**src/rtl/plr_pkg.sv**
```systemverilog
package plr_pkg;
  localparam int DATA_W = 32;
  localparam int OFFS_STAT = 0;
  localparam int OFFS_CTRL = 4;
  localparam int OFFS_MULT = 8;
  localparam int OFFS_PREPOST = 12;
  localparam int BIT_PDOWN = 0;
  localparam int BIT_OUTEN = 4;
  localparam int BIT_LOCK = 0;
  localparam logic [DATA_W-1:0] PDOWN_CLEAR_MASK = 32'h0000_001E;
  localparam logic [DATA_W-1:0] PREPOST_UNITY = 32'h0030_2062;

  typedef enum logic [2:0] {WR_NONE, WR_PDOWN, WR_MULT, WR_PREPOST, WR_PUP, WR_OUTEN} wrKind_e;
  typedef enum logic [1:0] {RD_NONE, RD_CTRL, RD_STAT} rdKind_e;

  typedef struct packed {
    logic    loadReq;
    logic    divStep;
    logic    capCtrl;
    logic    capStat;
    logic    clrWait;
    logic    clrPolls;
    wrKind_e wrKind;
    rdKind_e rdKind;
  } seqStrobes_t;

  typedef struct packed {
    logic reqBad;
    logic divDone;
    logic waitDone;
    logic lockSeen;
    logic pollsSpent;
  } seqStatus_t;
endpackage

```
**src/rtl/plr_datapath.sv**
```systemverilog
module plr_datapath
  import plr_pkg::*;
#(
  parameter int RATE_W = 32,
  parameter int ADDR_W = 12,
  parameter logic [ADDR_W-1:0] BASE_ADDR = 12'h040,
  parameter int DELAY_US = 10,
  parameter int MAX_POLLS = 4
) (
  input  logic               clk,
  input  logic               rstN,
  input  seqStrobes_t        strb,
  output seqStatus_t         stat,
  input  logic [RATE_W-1:0]  reqRate,
  input  logic [RATE_W-1:0]  refRate,
  input  logic               usTick,
  output logic [RATE_W-1:0]  mselOut,
  input  logic [DATA_W-1:0]  mdivIn,
  output logic               busWr,
  output logic               busRd,
  output logic [ADDR_W-1:0]  busAddr,
  output logic [DATA_W-1:0]  busWdata,
  input  logic [DATA_W-1:0]  busRdata
);
  localparam int CNT_W  = $clog2(RATE_W + 1);
  localparam int WAIT_W = $clog2(DELAY_US + 1);
  localparam int POLL_W = $clog2(MAX_POLLS + 1);
  localparam logic [CNT_W-1:0]  CNT_START = CNT_W'(RATE_W);
  localparam logic [WAIT_W-1:0] WAIT_END  = WAIT_W'(DELAY_US);
  localparam logic [POLL_W-1:0] POLL_END  = POLL_W'(MAX_POLLS);
  localparam logic [ADDR_W-1:0] ADDR_STAT = BASE_ADDR + ADDR_W'(OFFS_STAT);
  localparam logic [ADDR_W-1:0] ADDR_CTRL = BASE_ADDR + ADDR_W'(OFFS_CTRL);
  localparam logic [ADDR_W-1:0] ADDR_MULT = BASE_ADDR + ADDR_W'(OFFS_MULT);
  localparam logic [ADDR_W-1:0] ADDR_PREPOST = BASE_ADDR + ADDR_W'(OFFS_PREPOST);
  localparam logic [DATA_W-1:0] PDOWN_SET = DATA_W'(1) << BIT_PDOWN;
  localparam logic [DATA_W-1:0] OUTEN_SET = DATA_W'(1) << BIT_OUTEN;

  // bit-serial restoring divider: reference / (2 * target)
  logic [RATE_W-1:0] quo;
  logic [RATE_W:0]   rem;
  logic [RATE_W:0]   dvs;
  logic [CNT_W-1:0]  divCnt;
  logic [RATE_W+1:0] shifted;
  logic              geq;

  assign shifted = {rem, quo[RATE_W-1]};
  assign geq     = shifted >= {1'b0, dvs};

  always_ff @(posedge clk) begin
    if (!rstN) begin
      quo    <= '0;
      rem    <= '0;
      dvs    <= '0;
      divCnt <= '0;
    end else if (strb.loadReq) begin
      quo    <= refRate;
      rem    <= '0;
      dvs    <= {reqRate, 1'b0};
      divCnt <= CNT_START;
    end else if (strb.divStep) begin
      rem    <= geq ? (shifted[RATE_W:0] - dvs) : shifted[RATE_W:0];
      quo    <= {quo[RATE_W-2:0], geq};
      divCnt <= divCnt - 1'b1;
    end
  end

  assign mselOut = quo + RATE_W'(rem != '0);

  // control register shadow and control words
  logic [DATA_W-1:0] ctrlShadow;
  logic [DATA_W-1:0] pdWord, puWord, enWord;
  assign pdWord = (ctrlShadow | PDOWN_SET) & ~PDOWN_CLEAR_MASK;
  assign puWord = ctrlShadow & ~PDOWN_SET;
  assign enWord = ctrlShadow | OUTEN_SET;

  always_ff @(posedge clk) begin
    if (!rstN) begin
      ctrlShadow <= '0;
    end else begin
      unique case (1'b1)
        strb.capCtrl:                ctrlShadow <= busRdata;
        (strb.wrKind == WR_PDOWN):   ctrlShadow <= pdWord;
        (strb.wrKind == WR_PUP):     ctrlShadow <= puWord;
        (strb.wrKind == WR_OUTEN):   ctrlShadow <= enWord;
        default:                     ctrlShadow <= ctrlShadow;
      endcase
    end
  end

  // microsecond delay and poll counters
  logic [WAIT_W-1:0] waitCnt;
  logic [POLL_W-1:0] pollCnt;
  logic              lockFlag;

  always_ff @(posedge clk) begin
    if (!rstN) begin
      waitCnt  <= '0;
      pollCnt  <= '0;
      lockFlag <= 1'b0;
    end else begin
      if (strb.clrWait)                        waitCnt <= '0;
      else if (usTick && waitCnt != WAIT_END)  waitCnt <= waitCnt + 1'b1;
      if (strb.clrPolls)                       pollCnt <= '0;
      else if (strb.rdKind == RD_STAT)         pollCnt <= pollCnt + 1'b1;
      if (strb.loadReq)                        lockFlag <= 1'b0;
      else if (strb.capStat)                   lockFlag <= busRdata[BIT_LOCK];
    end
  end

  assign stat.reqBad     = (reqRate == '0) || (refRate < reqRate);
  assign stat.divDone    = (divCnt == '0);
  assign stat.waitDone   = (waitCnt == WAIT_END);
  assign stat.lockSeen   = busRdata[BIT_LOCK];
  assign stat.pollsSpent = (pollCnt >= POLL_END);

  // register bus
  always_comb begin
    busWr    = (strb.wrKind != WR_NONE);
    busRd    = (strb.rdKind != RD_NONE);
    busAddr  = ADDR_STAT;
    busWdata = '0;
    unique case (strb.wrKind)
      WR_PDOWN:   begin busAddr = ADDR_CTRL;    busWdata = pdWord;        end
      WR_MULT:    begin busAddr = ADDR_MULT;    busWdata = mdivIn;        end
      WR_PREPOST: begin busAddr = ADDR_PREPOST; busWdata = PREPOST_UNITY; end
      WR_PUP:     begin busAddr = ADDR_CTRL;    busWdata = puWord;        end
      WR_OUTEN:   begin busAddr = ADDR_CTRL;    busWdata = enWord;        end
      default: begin
        if (strb.rdKind == RD_CTRL) busAddr = ADDR_CTRL;
      end
    endcase
  end

  assert_pdown_clean_R3: assert property (@(posedge clk) disable iff (!rstN)
    (strb.wrKind == WR_PDOWN) |=> (ctrlShadow[BIT_PDOWN] && ((ctrlShadow & PDOWN_CLEAR_MASK) == '0)));
  assert_wait_elapsed_R5: assert property (@(posedge clk) disable iff (!rstN)
    (strb.rdKind == RD_STAT) |-> (waitCnt == WAIT_END));
  assert_poll_bound_R7: assert property (@(posedge clk) disable iff (!rstN)
    pollCnt <= POLL_END);
  assert_enable_locked_R6: assert property (@(posedge clk) disable iff (!rstN)
    (strb.wrKind == WR_OUTEN) |-> lockFlag);
endmodule

```
**src/rtl/plr_control.sv**
```systemverilog
module plr_control
  import plr_pkg::*;
(
  input  logic        clk,
  input  logic        rstN,
  input  logic        reqValid,
  input  seqStatus_t  stat,
  output seqStrobes_t strb,
  output logic        busy,
  output logic        done,
  output logic        err
);
  typedef enum logic [3:0] {
    S_IDLE, S_DIV, S_RDCTRL, S_RDCTRLW, S_WRPD, S_WRMULT, S_WRNP,
    S_WRPU, S_WAIT, S_RDSTAT, S_RDSTATW, S_WREN, S_OK, S_FAIL
  } state_e;

  state_e state, nextState;

  always_ff @(posedge clk) begin
    if (!rstN) state <= S_IDLE;
    else       state <= nextState;
  end

  always_comb begin
    strb        = '0;
    strb.wrKind = WR_NONE;
    strb.rdKind = RD_NONE;
    nextState   = state;
    unique case (state)
      S_IDLE: if (reqValid) begin
        strb.loadReq = 1'b1;
        nextState    = stat.reqBad ? S_FAIL : S_DIV;
      end
      S_DIV: begin
        if (stat.divDone) nextState = S_RDCTRL;
        else              strb.divStep = 1'b1;
      end
      S_RDCTRL:  begin strb.rdKind = RD_CTRL;    nextState = S_RDCTRLW; end
      S_RDCTRLW: begin strb.capCtrl = 1'b1;      nextState = S_WRPD;    end
      S_WRPD:    begin strb.wrKind = WR_PDOWN;   nextState = S_WRMULT;  end
      S_WRMULT:  begin strb.wrKind = WR_MULT;    nextState = S_WRNP;    end
      S_WRNP: begin
        strb.wrKind   = WR_PREPOST;
        strb.clrPolls = 1'b1;
        nextState     = S_WRPU;
      end
      S_WRPU: begin
        strb.wrKind  = WR_PUP;
        strb.clrWait = 1'b1;
        nextState    = S_WAIT;
      end
      S_WAIT:   if (stat.waitDone) nextState = S_RDSTAT;
      S_RDSTAT: begin strb.rdKind = RD_STAT; nextState = S_RDSTATW; end
      S_RDSTATW: begin
        strb.capStat = 1'b1;
        if (stat.lockSeen)        nextState = S_WREN;
        else if (stat.pollsSpent) nextState = S_FAIL;
        else begin
          strb.clrWait = 1'b1;
          nextState    = S_WAIT;
        end
      end
      S_WREN:  begin strb.wrKind = WR_OUTEN; nextState = S_OK; end
      S_OK:    nextState = S_IDLE;
      S_FAIL:  nextState = S_IDLE;
      default: nextState = S_IDLE;
    endcase
  end

  assign busy = (state != S_IDLE);
  assign done = (state == S_OK) || (state == S_FAIL);
  assign err  = (state == S_FAIL);

  assert_done_pulse_R9: assert property (@(posedge clk) disable iff (!rstN)
    done |=> !done);
  assert_err_with_done_R9: assert property (@(posedge clk) disable iff (!rstN)
    err |-> done);
  assert_accept_idle_R8: assert property (@(posedge clk) disable iff (!rstN)
    $rose(busy) |-> $past(reqValid));
endmodule

```
**src/rtl/pll_retune_seq.sv**
```systemverilog
module pll_retune_seq
  import plr_pkg::*;
#(
  parameter int RATE_W = 32,
  parameter int ADDR_W = 12,
  parameter logic [ADDR_W-1:0] BASE_ADDR = 12'h040,
  parameter int DELAY_US = 10,
  parameter int MAX_POLLS = 4
) (
  input  logic              clk,
  input  logic              rstN,
  input  logic              reqValid,
  input  logic [RATE_W-1:0] reqRate,
  input  logic [RATE_W-1:0] refRate,
  input  logic              usTick,
  output logic              busy,
  output logic              done,
  output logic              err,
  output logic [RATE_W-1:0] mselOut,
  input  logic [31:0]       mdivIn,
  output logic              busWr,
  output logic              busRd,
  output logic [ADDR_W-1:0] busAddr,
  output logic [31:0]       busWdata,
  input  logic [31:0]       busRdata
);
  seqStrobes_t strb;
  seqStatus_t  stat;

  plr_control u_ctl (
    .clk(clk), .rstN(rstN), .reqValid(reqValid), .stat(stat),
    .strb(strb), .busy(busy), .done(done), .err(err)
  );

  plr_datapath #(
    .RATE_W(RATE_W), .ADDR_W(ADDR_W), .BASE_ADDR(BASE_ADDR),
    .DELAY_US(DELAY_US), .MAX_POLLS(MAX_POLLS)
  ) u_dp (
    .clk(clk), .rstN(rstN), .strb(strb), .stat(stat),
    .reqRate(reqRate), .refRate(refRate), .usTick(usTick),
    .mselOut(mselOut), .mdivIn(mdivIn),
    .busWr(busWr), .busRd(busRd), .busAddr(busAddr),
    .busWdata(busWdata), .busRdata(busRdata)
  );
endmodule

```
**config.mk**
```make
export PLATFORM = sky130hd
export DESIGN_NAME = pll_retune_seq
export DESIGN_NICKNAME = d
export VERILOG_FILES = /design/src/rtl/plr_pkg.sv /design/src/rtl/plr_datapath.sv /design/src/rtl/plr_control.sv /design/src/rtl/pll_retune_seq.sv
export SDC_FILE = /design/constraint.sdc
export NUM_CORES = 1
export LEC_CHECK = 0
export ABC_AREA = 0
export ABC_CLOCK_PERIOD_IN_PS = 6700
export BUFFER_PORTS_ARGS = -buffer_cell sky130_fd_sc_hd__clkbuf_2
export CORE_MARGIN = 2
export CORE_UTILIZATION = 60
export DETAILED_ROUTE_END_ITERATION = 12
export PLACE_DENSITY = 0.86
export REMOVE_ABC_BUFFERS = 1
export SLEW_MARGIN = 20
export SYNTH_ARGS = -nofsm -noshare
export SYNTH_HDL_FRONTEND = slang
export SYNTH_SLANG_ARGS = --single-unit
export TNS_END_PERCENT = 100
```
**constraint.sdc**
```tcl
create_clock -name clk -period 6.7 [get_ports clk]
set_input_delay 2.01 -clock clk [delete_from_list [all_inputs] [get_ports clk]]
set_output_delay 2.01 -clock clk [all_outputs]
set_load 0.01 [all_outputs]
```
# Word level (Yosys, flattened, before mapping)
# Index checks and enable logic that the tools add are counted.
word_totals:
  regBits: 146
  output_inout_bits: 81
  inputBits: 132
  elab_cells: 99
op_classes:
  eq_ne: 25
  addsub: 5
  magnitude_cmp: 3
  bitwise_logic: 4
  muxes: 27
  reduce_logical: 23
op_table:
  columns: ["operator", "count"]
  rows:
  - ["$pmux 32 s5", 1]
  - ["$pmux 32 s4", 1]
  - ["$mux 32", 2]
  - ["$pmux 4 s12", 1]
  - ["$pmux 12 s3", 1]
  - ["$ge 34x33->1", 1]
  - ["$mux 33", 1]
  - ["$reduce_bool 33->1", 1]
  - ["$sub 33x33->33", 1]
  - ["$add 32x1->32", 1]
  - ["$logic_not 32->1", 1]
  - ["$lt 32x32->1", 1]
  - ["$eq 4x4->1 const B", 7]
  - ["$eq 4x3->1 const B", 4]
  - ["$mux 4", 4]
  - ["$pmux 3 s5", 1]
  - ["$mux 6", 2]
  - ["$mux 3", 3]
  - ["$reduce_bool 3->1", 3]
  - ["$eq 4x2->1 const B", 2]
  - ["$mux 1", 8]
  - ["$eq 3x2->1 const B", 2]
  - ["$eq 3x3->1 const B", 2]
  - ["$logic_not 6->1", 1]
  - ["other kinds (23)", 35]

# Logic depth before layout (Yosys ltp)
depth:
  word_depth: 5
  mapped_depth: 14
  depth_no_buf: 12

# Hierarchy
# Synthesis repeated with hierarchy kept, for this count alone.
unflattened:
  hier_cells: 1313
  hier_area_um2: 10426.2
by_module_without_submodules:
  columns: ["mod", "area_each_um2", "instances", "cells_each", "seq_area_each_um2"]
  rows:
  - ["plr_datapath", 9997.1, 1, 1255, 2842.7]
  - ["plr_control", 429.2, 1, 58, 80.1]

# Least setup slack after synthesis
# OpenSTA, ideal clock, no wires.
synth_path:
  path_kind: "input -> output"
  start: "in mdivIn[4]"
  end: "out busWdata[4]"
  t_required_ns: 4.690
  setup_slack_ns: 2.233
  t_arrival_ns: 2.457
  path_buffers: 0
  cell_stages: 3
  cell_sequence: "mux2_2 > a21oi_1 > nor2_1"
synth_between:
  elab_chain_len: 1
synth_rtl:
  columns: ["element", "line_no", "source"]
  rows:
  - ["start, declared", "pll_retune_seq.sv:20", "input logic [31:0] mdivIn,"]
  - ["$pmux 32 s5", "plr_datapath.sv:122", "unique case (strb.wrKind)"]
  - ["end, declared", "pll_retune_seq.sv:24", "output logic [31:0] busWdata,"]
# No other way between the ends.

# Worst setup path in the final report
layout_path:
  start: "reg u_dp.rem[27]"
  end: "out mselOut[24]"
layout_between:
  elab_chain_len: 2
layout_rtl:
  columns: ["element", "line_no", "source"]
  rows:
  - ["start, declared", "plr_datapath.sv:40", "logic [RATE_W:0] rem;"]
  - ["start signal, assigned", "plr_datapath.sv:61", "rem <= geq ? (shifted[RATE_W:0] - dvs) : shifted[RATE_W:0];"]
  - ["$reduce_bool 33->1", "plr_datapath.sv:67", "assign mselOut = quo + RATE_W'(rem != '0);"]
  - ["$add 32x1->32", "plr_datapath.sv:67", null]
  - ["end, declared", "pll_retune_seq.sv:19", "output logic [RATE_W-1:0] mselOut,"]
# No other way between the ends.

==> impl_results.md <==
* Crit-path slowest cell: nor4_1
* Cell Pwr Density at 490 nW/um2
* Asr flop ratio synth at 0
* Peak VDD IR at 0.000328 V
* Post-synthesis cell count at 1,309
* Share of layout cells above drive strength 1 at 0.179
* Relative slew margins at 0.199
* Slew Limit Fails at 0
* Cells resized by post-CTS repair at 0
* Die area at 18,000 um2
* Final wirelength at 30,700 um
* CP peak stage delay at 0.46 ns
* Min-Delay Path Class: flip-flop to flip-flop
* EDFF count, synth at 0
* Most frequent cells in the layout: nand2_1 (229), clkbuf_2 (202), dfxtp_1 (146), a21boi_0 (91), inv_1 (78)
* Gpl congestion at 0.927
* Routed vias at 10,499
* Die span in x at 134 um
* Antenna violations before repair at 1
* # port buffers at 202
* Critical Path Source Type: flip-flop
* Cell accounting for the most synthesized area: dfxtp_1
* Synth unique cells at 77
* Switching pwr at 2.74 mW
* CP Data Arrival Time at 3.43 ns
* RSZ-0062 raised after global routing: no
* Filler Cell Count at 1,301
* Worst Clk Skew at 0.00783 ns
* Final Hold Fails at 0
* Area grow syn2layout at 15.4%
* Top Ports at 213
* Pin count of the biggest net entering global routing at 80
* Minimum clock period at 5.44 ns
* Clk pwr share at 0.170
* Switching share of power at 0.476
* Outcome: complete, no violations
* TritonCTS clock tree: done
* CTS Hold Buffers Added at 0
* Row cnt at 47
* Register area share after synthesis at 0.287
* Clk root buf: clkbuf_16
* # DRC at 0
* Setup TNS at 0 ns
* Nets@finish at 1,666
* Die H at 134 um
* Initial Utilization at 0.613
* CTS Buf Count at 17
* Via density at 6.19
* Total congestion overflow at 0
* Most common cell after layout, fill and taps aside: nand2_1
* Total GRT Usage at 0.336
* Clk sinks at 146
* Required time of the critical path at 4.69 ns
* Post-CTS Setup Bufs at 0
* Post-DRT Antenna Nets at 0
* Worst skew pair latency at 0.43 ns
* Max Freq at 184 MHz
* First-pass DRT Iterations at 6
* Leakage at 5.14 nW
* Yosys Warn Count at 0
* Int Pwr at 3.02 mW
* Synth Cell Area at 10,200 um2
* Synth Flop Type: dfxtp_1
* H-tree levels at 4
* Worst Tran Pin Value at 1.20 ns
* Wire per inst at 18.1 um
* Clock slew at reported path FFs at 0.06 ns
* First-pass GRT wire length at 49,200 um
* Synth top area share at 0.287
* Core Region at 16,600 um2
* Number of synthesized register bits at 146
* Drt first-iter violations at 1,079
* Deepest clock path buffer count at 2
* Synth area leaders: dfxtp_1 (29%), ha_1 (8.6%), nand2_1 (8.5%)
* Comb power frac at 0.610
* Flop pwr share at 0.220
* CP Class: flip-flop to primary output
* Post-DP HPWL at 22,400 um
* Final Setup Violations at 0
* CP max FO at 6
* Max_cap viols at 0
* Worst-path cell chain: nor4_1 -> nand4_1 -> nor4_1 -> nand2_1 -> ha_1 -> ha_1 -> nand3_1 -> nor2_1 -> and2_1 -> and3_1 -> nand3_1 -> xnor2_1 -> clkbuf_2
* Final period util at 0.812
* Vias in the first global route at 9,869
* Cell area after layout at 11,700 um2
* Syn Area/Cell at 7.77 um2
* Crit. End Element: primary output
* Area of placed instances at 11,100 um2
[final timing paths]
path / start / endpoint / slack (ns) / cells after the start
max: u_dp.rem[27]$_SDFFE_PP0P_ / mselOut[24] / 1.26 / 13
min: u_dp.dvs[14]$_SDFFE_PN0P_ / u_dp.dvs[14]$_SDFFE_PN0P_ / 0.46 / 2
max reg2reg: u_dp.dvs[21]$_SDFFE_PN0P_ / u_dp.rem[18]$_SDFFE_PP0P_ / 3.04 / 10
min reg2reg: u_dp.dvs[14]$_SDFFE_PN0P_ / u_dp.dvs[14]$_SDFFE_PN0P_ / 0.46 / 2
[cells in the mapped netlist, drive strengths merged (7+ instances only)]
cell type / number
or2: 7
nand3: 26
a22oi: 36
a21oi: 69
nor2b: 12
nand4: 19
nor3: 15
a22o: 26
a21boi: 92
inv: 78
nor4: 21
and4: 8
nand2: 229
buf: 30
xor2: 27
a32oi: 8
xnor2: 38
nand2b: 10
and3: 12
a21o: 21
a31oi: 21
clkbuf: 52
mux2i: 18
dfxtp: 146
and2: 9
ha: 70
a211oi: 12
o21ai: 57
nor2: 70
[layout make-up]
type / count / area [um2] / share of cell area
Inverter: 79 / 297 / 0.0253
Clock inverter: 5 / 100 / 0.00853
Clock buffer: 24 / 502 / 0.0428
Timing Repair Buffer: 209 / 1060 / 0.0906
Multi-Input combinational cell: 1010 / 6570 / 0.560
Antenna cell: 2 / 5.00 / 0.000426
Sequential cell: 146 / 2920 / 0.249
Tap cell: 220 / 275 / 0.0235
[power by group through the flow]
stage | logic (mW) | registers (mW) | clock network, mW
after floorplan | 2.50 | 1.20 | 0
after global placement | 3.33 | 1.25 | 0
after detailed placement | 3.36 | 1.27 | 0
after CTS | 3.41 | 1.25 | 0.979
after global routing | 3.79 | 1.29 | 1.02
final | 3.51 | 1.26 | 0.976
[worst max-delay path: cells and delay by family (launching register included)]
kind / cells / cell delay [ns]
buffers and inverters: 1 / 0.16
DFF: 1 / 0.34
and+or+nand+nor: 9 / 1.88
adders and majority gates: 2 / 0.47
xor gates and xnor gates: 1 / 0.13
[registers in the layout, summed over array words and instances, names as in the netlist]
signal,cells
u_dp.dvs,32
u_dp.rem,33
u_dp.waitCnt,4
u_dp.divCnt,6
u_dp.quo,32
u_dp.ctrlShadow,32
u_ctl.state,4
u_dp.pollCnt,3
[through the flow]
step | power (mW) | hold WS [ns] | instances | worst slack (ns) | utilization
3_5_place_dp | 4.63 | 0.457 | 1664 | 1.78 | 0.671
5_1_grt | 6.09 | 0.492 | 1694 | 1.12 | 0.707
2_1_floorplan | 3.70 | 0.443 | 1235 | 2.03 | -
6_report | 5.75 | 0.464 | 1695 | 1.26 | 0.708
4_1_cts | 5.64 | 0.465 | 1693 | 1.32 | 0.707
3_3_place_gp | 4.58 | 0.451 | 1664 | 1.90 | 0.671
[layer usage]
layer	vias to the layer above	wire, um	GRT usage	share of wire
met4	0	1210	0.136	0.039
met5	-	0	0	0
met1	4910	12700	0.444	0.41
li1	4927	-	-	-
met3	90	2660	0.0654	0.087
met2	572	14200	0.538	0.46
[logic make-up (layout without fill, tap and decap cells)]
family,after synthesis,after routing,share of synthesized area
other,2,12,0.000739
and+or+nand+nor,454,454,0.209
adders and majority gates,71,71,0.0881
DFF,146,146,0.287
muxes,20,20,0.0199
xor gates and xnor gates,65,65,0.0560
buffers and inverters,161,317,0.0720
AOI/OAI and AO/OA,390,390,0.267
Power figures use the tool's default switching activity.
